$ cat src/rtl/bsh_pkg.sv
package bsh_pkg;

  // internal operation after amount interpretation
  typedef enum logic [2:0] {
    OP_PASS = 3'd0,
    OP_LSL  = 3'd1,
    OP_LSR  = 3'd2,
    OP_ASR  = 3'd3,
    OP_ROR  = 3'd4,
    OP_RRX  = 3'd5
  } bsh_op_e;

  // shift family held in kind bits [2:1]
  typedef enum logic [1:0] {
    FAM_LSL = 2'd0,
    FAM_LSR = 2'd1,
    FAM_ASR = 2'd2,
    FAM_ROR = 2'd3
  } bsh_fam_e;

  // 3-bit kind: family in the upper two bits, register-amount flag in bit 0
  typedef struct packed {
    bsh_fam_e fam;
    logic     by_reg;
  } bsh_kind_t;

endpackage

$ cat src/rtl/bsh_decode.sv
module bsh_decode
  import bsh_pkg::*;
#(
  parameter int unsigned CTL_W = 12,
  parameter int unsigned IDX_W = 4,
  parameter int unsigned IMM_W = 5
) (
  input  logic [CTL_W-1:0] ctl,
  output logic [IDX_W-1:0] src_idx,
  output logic [IDX_W-1:0] amt_idx,
  output bsh_kind_t        kind,
  output logic [IMM_W-1:0] imm
);
  localparam int unsigned KIND_LO = IDX_W;
  localparam int unsigned IMM_LO  = CTL_W - IMM_W;
  localparam int unsigned AIDX_LO = CTL_W - IDX_W;

  assign src_idx = ctl[IDX_W-1:0];
  assign kind    = bsh_kind_t'(ctl[KIND_LO +: 3]);
  assign imm     = ctl[IMM_LO +: IMM_W];
  assign amt_idx = ctl[AIDX_LO +: IDX_W];
endmodule

$ cat src/rtl/bsh_amount.sv
module bsh_amount
  import bsh_pkg::*;
#(
  parameter int unsigned DW    = 32,
  parameter int unsigned IMM_W = 5,
  parameter int unsigned AMT_W = 8
) (
  input  bsh_kind_t        kind,
  input  logic [IMM_W-1:0] imm,
  input  logic [AMT_W-1:0] reg_amt,
  output bsh_op_e          op,
  output logic [AMT_W-1:0] amt
);
  localparam logic [AMT_W-1:0] FULL = AMT_W'(DW);

  logic                 imm_zero;
  logic [AMT_W-1:0]     imm_ext;

  assign imm_zero = (imm == '0);
  assign imm_ext  = AMT_W'(imm);

  always_comb begin
    op  = OP_PASS;
    amt = '0;
    if (kind.by_reg) begin
      amt = reg_amt;
      if (reg_amt != '0) begin
        unique case (kind.fam)
          FAM_LSL: op = OP_LSL;
          FAM_LSR: op = OP_LSR;
          FAM_ASR: op = OP_ASR;
          default: op = OP_ROR;
        endcase
      end
    end else begin
      unique case (kind.fam)
        FAM_LSL: begin
          if (!imm_zero) begin
            op  = OP_LSL;
            amt = imm_ext;
          end
        end
        FAM_LSR: begin
          op  = OP_LSR;
          amt = imm_zero ? FULL : imm_ext;
        end
        FAM_ASR: begin
          op  = OP_ASR;
          amt = imm_zero ? FULL : imm_ext;
        end
        default: begin
          op  = imm_zero ? OP_RRX : OP_ROR;
          amt = imm_ext;
        end
      endcase
    end
  end
endmodule

$ cat src/rtl/bsh_core.sv
module bsh_core
  import bsh_pkg::*;
#(
  parameter int unsigned DW    = 32,
  parameter int unsigned AMT_W = 8
) (
  input  bsh_op_e          op,
  input  logic [AMT_W-1:0] amt,
  input  logic [DW-1:0]    x,
  input  logic             cin,
  output logic [DW-1:0]    res,
  output logic             cres
);
  localparam int unsigned SW = $clog2(DW);
  localparam logic [AMT_W-1:0] FULL = AMT_W'(DW);

  // each returns {carry, result}
  function automatic logic [DW:0] f_lsl(input logic [DW-1:0] v, input logic [AMT_W-1:0] n);
    logic [DW:0] t;
    t = {1'b0, v} << n;
    return t;
  endfunction

  function automatic logic [DW:0] f_lsr(input logic [DW-1:0] v, input logic [AMT_W-1:0] n);
    logic [DW:0] t;
    t = {v, 1'b0} >> n;
    return {t[0], t[DW:1]};
  endfunction

  function automatic logic [DW:0] f_asr(input logic [DW-1:0] v, input logic [AMT_W-1:0] n);
    logic signed [DW:0] t;
    logic [AMT_W-1:0]   nc;
    nc = (n > FULL) ? FULL : n;
    t  = $signed({v, 1'b0}) >>> nc;
    return {t[0], t[DW:1]};
  endfunction

  function automatic logic [DW:0] f_ror(input logic [DW-1:0] v, input logic [AMT_W-1:0] n);
    logic [2*DW-1:0] d;
    logic [SW-1:0]   m;
    m = n[SW-1:0];
    d = {v, v} >> m;
    return {d[DW-1], d[DW-1:0]};
  endfunction

  function automatic logic [DW:0] f_rrx(input logic [DW-1:0] v, input logic c);
    return {v[0], c, v[DW-1:1]};
  endfunction

  always_comb begin
    unique case (op)
      OP_LSL:  {cres, res} = f_lsl(x, amt);
      OP_LSR:  {cres, res} = f_lsr(x, amt);
      OP_ASR:  {cres, res} = f_asr(x, amt);
      OP_ROR:  {cres, res} = f_ror(x, amt);
      OP_RRX:  {cres, res} = f_rrx(x, cin);
      default: {cres, res} = {cin, x};
    endcase
  end
endmodule

$ cat src/rtl/bsh_operand.sv
module bsh_operand
  import bsh_pkg::*;
#(
  parameter int unsigned DW    = 32,
  parameter int unsigned CTL_W = 12,
  parameter int unsigned IDX_W = 4,
  parameter int unsigned IMM_W = 5,
  parameter int unsigned AMT_W = 8
) (
  input  logic [CTL_W-1:0] ctl_field,
  input  logic [DW-1:0]    src_val,
  input  logic [DW-1:0]    amt_reg_val,
  input  logic             carry_in,
  input  logic             set_flags,
  output logic [IDX_W-1:0] src_idx,
  output logic [IDX_W-1:0] amt_idx,
  output logic             amt_from_reg,
  output logic [DW-1:0]    shifted,
  output logic             carry_out
);
  bsh_kind_t        kind;
  logic [IMM_W-1:0] imm;
  bsh_op_e          op;
  logic [AMT_W-1:0] amt;
  logic             raw_carry;

  // named events for the checker
  logic pass_thru;
  logic rrx_sel;

  bsh_decode #(.CTL_W(CTL_W), .IDX_W(IDX_W), .IMM_W(IMM_W)) u_dec (
    .ctl     (ctl_field),
    .src_idx (src_idx),
    .amt_idx (amt_idx),
    .kind    (kind),
    .imm     (imm)
  );

  bsh_amount #(.DW(DW), .IMM_W(IMM_W), .AMT_W(AMT_W)) u_amt (
    .kind    (kind),
    .imm     (imm),
    .reg_amt (amt_reg_val[AMT_W-1:0]),
    .op      (op),
    .amt     (amt)
  );

  bsh_core #(.DW(DW), .AMT_W(AMT_W)) u_core (
    .op   (op),
    .amt  (amt),
    .x    (src_val),
    .cin  (carry_in),
    .res  (shifted),
    .cres (raw_carry)
  );

  assign amt_from_reg = kind.by_reg;
  assign pass_thru    = (op == OP_PASS);
  assign rrx_sel      = (op == OP_RRX);
  assign carry_out    = set_flags ? raw_carry : carry_in;
endmodule

$ cat config.mk
export PLATFORM = sky130hd
export DESIGN_NAME = bsh_operand
export DESIGN_NICKNAME = d
export VERILOG_FILES = /design/src/rtl/bsh_pkg.sv /design/src/rtl/bsh_decode.sv /design/src/rtl/bsh_amount.sv /design/src/rtl/bsh_core.sv /design/src/rtl/bsh_operand.sv
export SDC_FILE = /design/constraint.sdc
export NUM_CORES = 1
export LEC_CHECK = 0
export BUFFER_PORTS_ARGS = -buffer_cell sky130_fd_sc_hd__buf_2
export CELL_PAD_IN_SITES_DETAIL_PLACEMENT = 0
export CELL_PAD_IN_SITES_GLOBAL_PLACEMENT = 2
export CORE_UTILIZATION = 35
export DETAILED_ROUTE_END_ITERATION = 10
export PLACE_DENSITY = 0.95
export REMOVE_ABC_BUFFERS = 1
export SLEW_MARGIN = 10
export SYNTH_ARGS = -nofsm -noshare
export SYNTH_HDL_FRONTEND = slang
export SYNTH_SLANG_ARGS = --single-unit
$ cat constraint.sdc
create_clock -name vclk -period 10.5
set_input_delay 1.05 -clock vclk [all_inputs]
set_output_delay 1.05 -clock vclk [all_outputs]
set_load 0.05 [all_outputs]
## Word-level counts from Yosys, hierarchy flattened

Cells that the tools add are included.

- Magnitude comparators: 1
- Equal/unequal tests: 7
- Shift-type cells: 4
- Multiplexer cells: 14
- Reduce and logical (&&, ||, !) cells: 4

Operators with widths:

| operator | number |
|---|---|
| one-hot mux 32 bit (5 select lines) | 1 |
| >> shifter 64 x 5 -> 32 bit | 1 |
| left shift 32 x 8 -> 33 bit | 1 |
| >> shifter 33 x 8 -> 33 bit | 1 |
| >>> shifter 33 x 8 -> 33 bit | 1 |
| one-hot mux 3 bit (3 select lines) | 2 |
| two-way mux 8 bit | 2 |
| one-hot mux 8 bit (2 select lines) | 1 |
| greater-than comparator 8 x 6 -> 1 bit (second input constant) | 1 |
| nonzero test 8 bit | 1 |
| equality test 3 x 2 -> 1 bit (second input constant) | 2 |
| equality test 3 bit (second input constant) | 2 |
| two-way mux 3 bit | 2 |
| two-way mux 6 bit | 1 |
| logical NOT 5 bit | 1 |
| two-way mux 5 bit | 1 |
| one-hot mux 1 bit (5 select lines) | 1 |
| equality test 3 x 1 -> 1 bit (second input constant) | 1 |
| two-way mux 1 bit | 3 |
| equality test 2 x 1 -> 1 bit (second input constant) | 1 |
| equality test 2 bit (second input constant) | 1 |
| logical NOT 2 bit | 1 |
| OR reduction 2 bit | 1 |

- Register bits after elaboration: 0
- Input port bits: 78
- Output and inout bits: 42
- Word-level logic and storage cells: 30

## Depth between registers and ports, before layout

- Depth in word-level cells: 9
- Mapped depth: 15
- Mapped depth without buffers: 11

## By module

A second synthesis with hierarchy kept.

- Cells, all modules: 1167
- Area, all modules: 8305.5 µm²

By module, submodules not included:

| module | instances | cells each | area an instance (µm²) | seq. area each (µm²) |
|---|---|---|---|---|
| bsh_core | 1 | 1113 | 7935.1 | 0.0 |
| bsh_amount | 1 | 37 | 235.2 | 0.0 |
| bsh_decode | 1 | 16 | 120.1 | 0.0 |
| bsh_operand | 1 | 1 | 15.0 | 0.0 |

## Worst setup path after synthesis

OpenSTA, ideal clock, no wires.

- Path kind: input-to-output
- From: input port ctl_field[5]
- To: output port shifted[0]
- Data arrival time: 4515 ps
- Required time: 9450 ps
- Path slack: 4935 ps
- Cell stages on the path: 14
- Buffers on the path: 3
- Path through: inv_1 ha_1 buf_2 or4_1 buf_2 nand2_2 nor2_1 buf_2 mux2i_1 a2111oi_0 a211oi_1 a31oi_1 o22ai_1 o21ai_0

- Cells in the longest elaborated chain, start to end: 8
- Elaborated cells between the ends (all ways): 22
- Those cells by class: order compare: 1; eq/ne: 7; shift: 4; mux: 8; reduce/logical: 2

Ends and longest elaborated chain:

| element | RTL line | source |
|---|---|---|
| start, declared | bsh_operand.sv:10 | `input logic [CTL_W-1:0] ctl_field,` |
| equality test 2 x 1 -> 1 bit / equality test 2 bit (equally long branches) | bsh_amount.sv:28, bsh_amount.sv:36 |  |
| OR reduction 2 bit (no source line) | -- |  |
| one-hot mux 8 bit (2 select lines) | bsh_amount.sv:36 | `unique case (kind.fam)` |
| two-way mux 8 bit | bsh_amount.sv:25 | `if (kind.by_reg) begin` |
| greater-than comparator 8 x 6 -> 1 bit | bsh_core.sv:33 | `nc = (n > FULL) ? FULL : n;` |
| two-way mux 8 bit | bsh_core.sv:33 |  |
| >>> shifter 33 x 8 -> 33 bit | bsh_core.sv:34 | `t = $signed({v, 1'b0}) >>> nc;` |
| one-hot mux 32 bit (5 select lines) * | bsh_core.sv:51 | `unique case (op)` |
| end, declared | bsh_operand.sv:18 | `output logic [DW-1:0] shifted,` |

Every way passes the cells marked *; elsewhere a longest branch is shown, timed or not.

## Worst setup path in the final report

- From: input port ctl_field[5]
- To: output port shifted[6]

Same word-level chain as after synthesis.

==> results.cfg <==
[final_layout]
nFlopsAndLatches = 0
clkbuf_count = 0
final_core_util = 0.377
finalNetCount = 1227
seqCellArea_um2 = 0
area_growth_pct = 5.72
drive_gt1_frac = 0.165

[placement]
place_ws_ns = 3.72
dp_hpwl_um = 33000
portBuffers = 88
place_congestion = 1.05

[timing]
period_share = 0.667
tns_ns = 0
worst_slack_ns = 3.50
slew_viol_final = 0
rsz0062_at_grt = no
hold_viol_final = 0
setup_viol_count_final = 0
worst_pin_slew_ns = 0.980
layout_min_cycle_time_ns = 7.00
maxSlewHeadroom = 0.342
fmax_mhz = 143

[synthesis]
yosys.area.top_type = mux2i_1
syn_inst = 1168
ys_types = 78
synth_area_mm2 = 0.00750
synth_seq_area_share = 0
synth_area_per_cell_um2 = 6.42
synthTopCellsByArea = mux2i_1, nand2_1, a21oi_1, o21ai_0, mux2_2
yosysWarnings = 0
synth_top_area_share = 0.186

[floorplan]
die_h_um = 148
die-area_mm2 = 0.0220
dieWidth_um = 148
initial_utilization = 0.357
num_rows = 53
coreArea_mm2 = 0.0210
io_pins = 120

[global_route]
overflow = 0
grt_usage = 0.410
grt_max_degree = 77
grt_pass1_wl_um = 66800
antenna_found_initial = 2
grt_pass1_vias = 9787

[drt]
vias_per_cell = 7.62
wirelength_um = 46800
via_count = 10823
ant_nets = 0
drt_iter0_markers = 1691
drc = 0
drt-pass1-iter-count = 6
wl_per_cell_um = 33.0

[critical_path]
path_max_fanout = 39
cp_slowest_cell = or4_1
crit_type = input pin to primary output
crit_path_start_kind = input pin
worstPathCellList = buf_2 > inv_1 > ha_1 > or4_1 > nand2_2 > buf_4 > nor2_2 > buf_4 > mux2i_1 > mux2i_1 > o21ai_0 > a311o_1 > a211oi_1 > o32a_1 > buf_2
crit_arrival_ns = 5.95
crit_buf_inv = 5
slowest_delay_ns = 0.89
cp-end-kind = primary output
cp.required_ns = 9.45
cp_top_family = simple AND/OR/NAND/NOR gates

[status]
outcome = completed

[hold_path]
min_path_type = input pin to primary output

[job]
max_cap_viol_count = 0

[clocking]
cts_resized = 0
hold_buffers = 0
post_cts_buffers = 0
## placed cells by master (no fill, tap or decap), drive strengths merged, types with 27 or more instances in the layout
master	Yosys	final
mux2	39	39
nand2	133	133
nor2	102	102
mux2i	139	139
nor3	38	38
a31oi	28	28
o21ai	94	94
a21oi	95	95
buf	69	118
a211oi	27	27
## through the flow
stage          cells  hold WS, ns  cell area (um2)
5_1_grt         1419         2.10             7930
3_3_place_gp    1419         2.10             7930
6_report        1420         2.10             7930
4_1_cts         1419         2.10             7930
2_1_floorplan   1026         2.10             6850
3_5_place_dp    1419         2.10             7930
## worst paths after layout
| check | from | to | slack (ns) | depth (start not counted) |
|---|---|---|---|---|
| setup / recovery | ctl_field[5] | shifted[6] | 3.50 | 15 |
| hold / removal | ctl_field[0] | src_idx[0] | 2.10 | 0 |
## kinds of logic (layout without fill, tap and decap cells)
group	Yosys count	after routing	synth area share
compound gates	467	467	0.426
simple gates	372	372	0.233
mux	179	179	0.248
buf+inv	147	123	0.0893
fa+ha+maj	3	3	0.00501
other cells	0	1	0
## layout make-up
cell class,instances,area [um2]
Antenna cell,1,2.50
Fill cell,2349,13100
Timing Repair Buffer,118,666
Multi-Input combinational cell,1021,6900
Inverter,5,18.8
Tap cell,275,344
## routing by layer
metal	track usage	share of wire	vias up
li1	-	-	4501
met1	0.525	0.38	5081
met2	0.591	0.40	1017
met3	0.114	0.14	220
met4	0.282	0.079	4
met5	0	0.00056	-
## cell usage after synthesis (22+ instances only)
cell type  instances
mux2i_1          139
nand2_1          131
nor2_1            97
a21oi_1           94
o21ai_0           91
clkbuf_1          72
buf_2             42
mux2_2            38
nor3_1            37
a31oi_1           28
a211oi_1          27
nand3_1           24
o22ai_1           24
o211ai_1          22
